===== src/rtl/extcond_pkg.sv =====
package extcond_pkg;

  // Strobes from control to datapath
  typedef struct packed {
    logic run;      // block enabled
    logic blocked;  // illegal configuration, suppress output
    logic useExt;   // count external edges instead of internal tick
    logic riseAct;  // rising edge is active
    logic fallAct;  // falling edge is active
  } strobe_t;

  localparam logic [1:0] POL_RISE = 2'd0;
  localparam logic [1:0] POL_FALL = 2'd1;
  localparam logic [1:0] POL_BOTH = 2'd2;

endpackage


===== src/rtl/extcond_ctrl.sv =====
module extcond_ctrl
  import extcond_pkg::*;
#(
  parameter int FILT_W = 2,
  parameter int CNT_W  = 4
) (
  input  logic              clk,
  input  logic              rstN,
  input  logic              enable,
  input  logic              cfgWr,
  input  logic [FILT_W-1:0] cfgFiltIn,
  input  logic [1:0]        cfgPolIn,
  input  logic              cfgSelIn,
  output strobe_t           strb,
  output logic [CNT_W-1:0]  needCount,
  output logic              cfgError
);

  logic [FILT_W-1:0] filtReg;
  logic [1:0]        polReg;
  logic              selReg;
  logic              wrTake;

  // Writes are accepted only while disabled
  assign wrTake = cfgWr & ~enable;

  always_ff @(posedge clk or negedge rstN) begin
    if (!rstN) begin
      filtReg <= '0;
      polReg  <= POL_RISE;
      selReg  <= 1'b0;
    end else if (wrTake) begin
      filtReg <= cfgFiltIn;
      polReg  <= cfgPolIn;
      selReg  <= cfgSelIn;
    end
  end

  // Stability length is a power of two of the filter code
  assign needCount = CNT_W'(1) << filtReg;

  always_comb begin
    strb         = '0;
    strb.run     = enable;
    strb.useExt  = selReg;
    strb.riseAct = (polReg == POL_RISE) || (polReg == POL_BOTH);
    strb.fallAct = (polReg == POL_FALL) || (polReg == POL_BOTH);
    cfgError     = (polReg > POL_BOTH);
    strb.blocked = cfgError;
  end

  AST_CFG_LOCK: assert property (@(posedge clk) disable iff (!rstN)
    enable |=> $stable({filtReg, polReg, selReg}));

  AST_ERR_NO_EDGE: assert property (@(posedge clk) disable iff (!rstN)
    cfgError |-> !(strb.riseAct || strb.fallAct));

endmodule


===== src/rtl/extcond_datapath.sv =====
module extcond_datapath
  import extcond_pkg::*;
#(
  parameter int CNT_W       = 4,
  parameter int SYNC_STAGES = 2
) (
  input  logic             clk,
  input  logic             rstN,
  input  logic             extIn,
  input  strobe_t          strb,
  input  logic [CNT_W-1:0] needCount,
  output logic             countEn
);

  logic [SYNC_STAGES-1:0] syncReg;
  logic                   syncLvl;
  logic                   acceptedLvl;
  logic [CNT_W-1:0]       stableCnt;
  logic [CNT_W-1:0]       cntNext;
  logic                   differs;
  logic                   accept;
  logic                   edgeHit;
  logic                   pulseNext;

  // Synchroniser chain
  always_ff @(posedge clk or negedge rstN) begin
    if (!rstN) syncReg <= '0;
    else       syncReg <= {syncReg[SYNC_STAGES-2:0], extIn};
  end
  assign syncLvl = syncReg[SYNC_STAGES-1];

  // Stability filter
  always_comb begin
    differs = (syncLvl != acceptedLvl);
    cntNext = stableCnt + CNT_W'(1);
    accept  = strb.run && differs && (cntNext >= needCount);
  end

  always_ff @(posedge clk or negedge rstN) begin
    if (!rstN) begin
      acceptedLvl <= 1'b0;
      stableCnt   <= '0;
    end else if (!strb.run) begin
      acceptedLvl <= syncLvl;
      stableCnt   <= '0;
    end else if (!differs) begin
      stableCnt   <= '0;
    end else if (accept) begin
      acceptedLvl <= syncLvl;
      stableCnt   <= '0;
    end else begin
      stableCnt   <= cntNext;
    end
  end

  // Edge selection and output pulse
  always_comb begin
    edgeHit   = accept && (syncLvl ? strb.riseAct : strb.fallAct);
    pulseNext = strb.run && !strb.blocked && (strb.useExt ? edgeHit : 1'b1);
  end

  always_ff @(posedge clk or negedge rstN) begin
    if (!rstN) countEn <= 1'b0;
    else       countEn <= pulseNext;
  end

  AST_CNT_BOUND: assert property (@(posedge clk) disable iff (!rstN)
    stableCnt < needCount);

  AST_EDGE_CHANGED: assert property (@(posedge clk) disable iff (!rstN)
    (countEn && $past(strb.useExt)) |-> (acceptedLvl != $past(acceptedLvl)));

  AST_RISE_ONLY: assert property (@(posedge clk) disable iff (!rstN)
    (countEn && $past(strb.useExt && strb.riseAct && !strb.fallAct)) |-> acceptedLvl);

  AST_OFF_QUIET: assert property (@(posedge clk) disable iff (!rstN)
    !$past(strb.run) |-> !countEn);

endmodule


===== src/rtl/extcond_top.sv =====
module extcond_top
  import extcond_pkg::*;
#(
  parameter int FILT_W      = 2,
  parameter int SYNC_STAGES = 2
) (
  input  logic              clk,
  input  logic              rstN,
  input  logic              extIn,
  input  logic              enable,
  input  logic              cfgWr,
  input  logic [FILT_W-1:0] cfgFiltIn,
  input  logic [1:0]        cfgPolIn,
  input  logic              cfgSelIn,
  output logic              countEn,
  output logic              cfgError
);

  localparam int MAX_NEED = 1 << ((1 << FILT_W) - 1);
  localparam int CNT_W    = $clog2(MAX_NEED + 1);

  strobe_t          strb;
  logic [CNT_W-1:0] needCount;

  extcond_ctrl #(.FILT_W(FILT_W), .CNT_W(CNT_W)) u_ctrl (
    .clk(clk), .rstN(rstN), .enable(enable), .cfgWr(cfgWr),
    .cfgFiltIn(cfgFiltIn), .cfgPolIn(cfgPolIn), .cfgSelIn(cfgSelIn),
    .strb(strb), .needCount(needCount), .cfgError(cfgError)
  );

  extcond_datapath #(.CNT_W(CNT_W), .SYNC_STAGES(SYNC_STAGES)) u_dp (
    .clk(clk), .rstN(rstN), .extIn(extIn), .strb(strb),
    .needCount(needCount), .countEn(countEn)
  );

  AST_ERR_QUIET: assert property (@(posedge clk) disable iff (!rstN)
    cfgError |-> !countEn);

endmodule


===== config.mk =====
export PLATFORM = sky130hd
export DESIGN_NAME = extcond_top
export DESIGN_NICKNAME = d
export VERILOG_FILES = /design/src/rtl/extcond_pkg.sv /design/src/rtl/extcond_ctrl.sv /design/src/rtl/extcond_datapath.sv /design/src/rtl/extcond_top.sv
export SDC_FILE = /design/constraint.sdc
export NUM_CORES = 1
export LEC_CHECK = 0
export ABC_AREA = 1
export BUFFER_PORTS_ARGS = -buffer_cell sky130_fd_sc_hd__buf_2
export CAP_MARGIN = 10
export CORE_MARGIN = 5
export CORE_UTILIZATION = 35
export DETAILED_ROUTE_END_ITERATION = 10
export GPL_TIMING_DRIVEN = 0
export PLACE_DENSITY = 0.52
export REMOVE_ABC_BUFFERS = 1
export SLEW_MARGIN = 40
export SYNTH_ARGS = -nofsm -noshare
export SYNTH_HDL_FRONTEND = slang
export SYNTH_SLANG_ARGS = --single-unit

===== constraint.sdc =====
create_clock -name clk -period 2 [get_ports clk]
set_input_delay 0.2 -clock clk [delete_from_list [all_inputs] [get_ports clk]]
set_output_delay 0.2 -clock clk [all_outputs]
set_load 0.005 [all_outputs]

==> key figures <==
GRT
  – First-pass GRT wire length: ~2.3 mm
  – Total GRT Usage: 0.110
  – Largest net degree at the start of global routing: 14
  – Initial antenna violation count: 0
  – Gr ovfl total: 0
  – Number of global-route vias before repair: approximately 560

Setup path
  – CP startpoint kind: register
  – Max incr delay on CP: ~0.43 ns
  – WS Path Type: register to register
  – Cell family with most CP delay: adder cells
  – CP Buf/Inv Count: 2
  – Crit end category: register
  – WP depth: 9
  – Crit path cell chain: ha_1 -> xnor2_2 -> inv_1 -> ha_1 -> nand2_1 -> inv_2 -> nand2_1 -> nand3_2 -> nor3b_1
  – Worst Path Required: ~2.2 ns
  – WP data arrival: approximately 2.0 ns
  – Critical-path maximum fanout: 5
  – Slowest cell on the critical path: dfrtp_1
  – Cell count of the worst reg-to-reg path: 9

Synth
  – Top cell type's share of synthesized area: 0.468
  – Post-synthesis sequential area ratio: 0.468
  – Cell Area, Synth: between 600 and 700 sq um
  – Yosys Warn Count: 0
  – Synth Area per Inst: about 8.7 sq um
  – Syn Inst Count: 80
  – Asr flop ratio synth: 1.00
  – #FFs+latches synth: 13
  – Synth area leaders: dfrtp_1, nand2_1, ha_1, inv_1, mux2_2
  – Yosys cell types: 19
  – Synth area leader: dfrtp_1
  – Number of synthesized flops with an enable pin: 0
  – Prevailing post-synth register cell: dfrtp_1

Clocking
  – Clk sink count: 13
  – CTS tree: done
  – Root Buffer: clkbuf_4
  – Worst skew pair latency: 0.27 ns
  – Total CTS buffers: 3
  – CTS clock-pin slew for the worst setup and hold paths: roughly 0.07 ns
  – Htree depth: 1
  – Longest Clk Path Bufs: 2

Floorplan
  – Core Area: 1920 sq um
  – Starting Density: 0.362
  – Die height: about 55 um
  – Die width: between 50 and 60 um
  – Area of the die: 2980 sq um
  – Cell Rows: 16
  – IO Pins: 12

Cells and area
  – Nets: 112
  – Ratio of cells with drive above 1 in the final layout: 0.271
  – Area taken by multi-input logic gates: between 300 and 400 sq um
  – Syn-to-layout area delta: 19.1%
  – Register area: roughly 330 sq um
  – Ant. Diodes: 0
  – # fillers: 213
  – Layout Cells excl Fill: 123

Timing
  – Final hold slack: around 0.037 ns
  – Fin crit share: 0.907
  – Final WS setup: between 0.15 and 0.2 ns
  – Hold Vio Cnt, Final: 0
  – Setup Viol. Count Final: 0
  – Clock Skews: between 0.004 and 0.005 ns
  – Setup_tns: 0 ns
  – Max Freq: ~0.55 GHz
  – Tmin final: between 1.5 and 2 ns
  – Relative slew slack: 0.800
  – Worst Max-Slew Pin Slew: around 0.30 ns
  – Unrepaired setup endpoints after global routing: no
  – Slew Limit Fails: 0

Worst hold path
  – Hold WC Path Type: primary input to register
  – Worst hold path depth: 1

Routing
  – DR WL/cell: approximately 10 um
  – DRT antenna net count: 0
  – Detailed Route WL: ~1.3 mm
  – 1st-pass router iterations: 3
  – Drt initial violations: 3
  – Via count: around 530
  – Vias per cell: 4.28
  – Post-route DRC: 0

Pwr
  – Power per cell area: roughly 840 nW/um^2
  – Total power: 698 uW
  – VDD IR max: 0.376 mV
  – Leakage power: ~0.46 nW

Place
  – Setup WS pre-CTS: ~0.15 ns
  – DP Cell Count: about 120
  – Routability cong.: between 0.7 and 0.8
  – DP HPWL: slightly above 1 mm
  – Count of input and output buffers: 11

Run status
  – Status: complete, no violations

Flow run
  – Max Cap Viol: 0
## registers in the layout, indices dropped and copies added (netlist names)
signal and flops:
u_dp.countEn 1, u_ctrl.polReg 2, u_dp.acceptedLvl 1, u_ctrl.selReg 1, u_dp.syncReg 2, u_dp.stableCnt 4, u_ctrl.filtReg 2
## per-layer routing
metal | GRT usage | wire [um]
met1 | 0.148 | 622
met2 | 0.157 | 607
met3 | 0.0272 | 39
met4 | 0.0622 | 8
met5 | 0 | 0
## what timing repair did
action	CTS	global route
buffers inserted	0	0
hold buffers	1	0
setup endpoints to repair	0	1
endpoints found under the hold margin	13	0
resized for setup	0	1
## power breakdown
group,switching (mW),total (mW),internal (mW)
clock network,0.0790,0.156,0.0771
registers,0.0242,0.319,0.295
logic,0.132,0.223,0.0904
## cell usage after synthesis, types with 3 or more instances
cell type   n
a21oi_1     3
dfrtp_1    13
ha_1        5
inv_1      13
nand2_1    19
nor2_1      5
nor3_1      3
## metrics by stage
step / util / area, sq um
6_report: 0.431 / 828
4_1_cts: 0.427 / 821
2_1_floorplan: - / 696
5_1_grt: 0.431 / 828
3_3_place_gp: 0.408 / 785
3_5_place_dp: 0.408 / 785
## kinds of logic (layout without fill, tap and decap cells)
| logic type | count (synthesis) | after routing | share of synthesized area |
|---|---|---|---|
| simple gates | 37 | 37 | 0.250 |
| mux | 2 | 2 | 0.0324 |
| xor+xnor | 2 | 2 | 0.0252 |
| buf+inv | 15 | 31 | 0.0809 |
| flops | 13 | 13 | 0.468 |
| fa+ha+maj | 5 | 5 | 0.0899 |
| compound gates | 6 | 6 | 0.0539 |
## path summary, 6_finish.rpt
check                                               to                        start  slack, ns
max                        u_dp.stableCnt[1]$_DFF_PN0_  u_dp.stableCnt[0]$_DFF_PN0_       0.19
min                          u_dp.syncReg[0]$_DFF_PN0_                        extIn       0.04
max reg2reg                u_dp.stableCnt[1]$_DFF_PN0_  u_dp.stableCnt[0]$_DFF_PN0_       0.19
min reg2reg                  u_dp.syncReg[1]$_DFF_PN0_    u_dp.syncReg[0]$_DFF_PN0_       0.35
max in group asynchronous  u_dp.stableCnt[1]$_DFF_PN0_                         rstN       1.43
min in group asynchronous       u_dp.countEn$_DFF_PN0_                         rstN       0.34
## cells in the final DEF (no fill, tap or decap), types with 3 or more instances in the layout
cell type,netlist,final
nor3_1,3,3
nor2_1,5,5
inv_1,13,13
buf_2,0,11
dfrtp_1,13,13
nand2_1,19,19
a21oi_1,3,3
ha_1,5,5
clkbuf_4,0,3
## final cells by class
cell class / instances / share of cell area
Clock buffer: 4 / 0.0317
Tap cell: 27 / 0.0408
Timing Repair Buffer: 12 / 0.0785
Inverter: 15 / 0.0680
Multi-Input combinational cell: 52 / 0.388
Sequential cell: 13 / 0.393
## worst reg2reg max path, delay by kind of cell, from the launching register on
family,cells,cell delay [ns]
buffers and inverters,2,0.11
adder cells (fa/ha/maj),2,0.54
AND/OR/NAND/NOR,4,0.48
XOR/XNOR,1,0.17
flip-flops,1,0.43
Note: power is estimated with default switching activity, not from simulation.
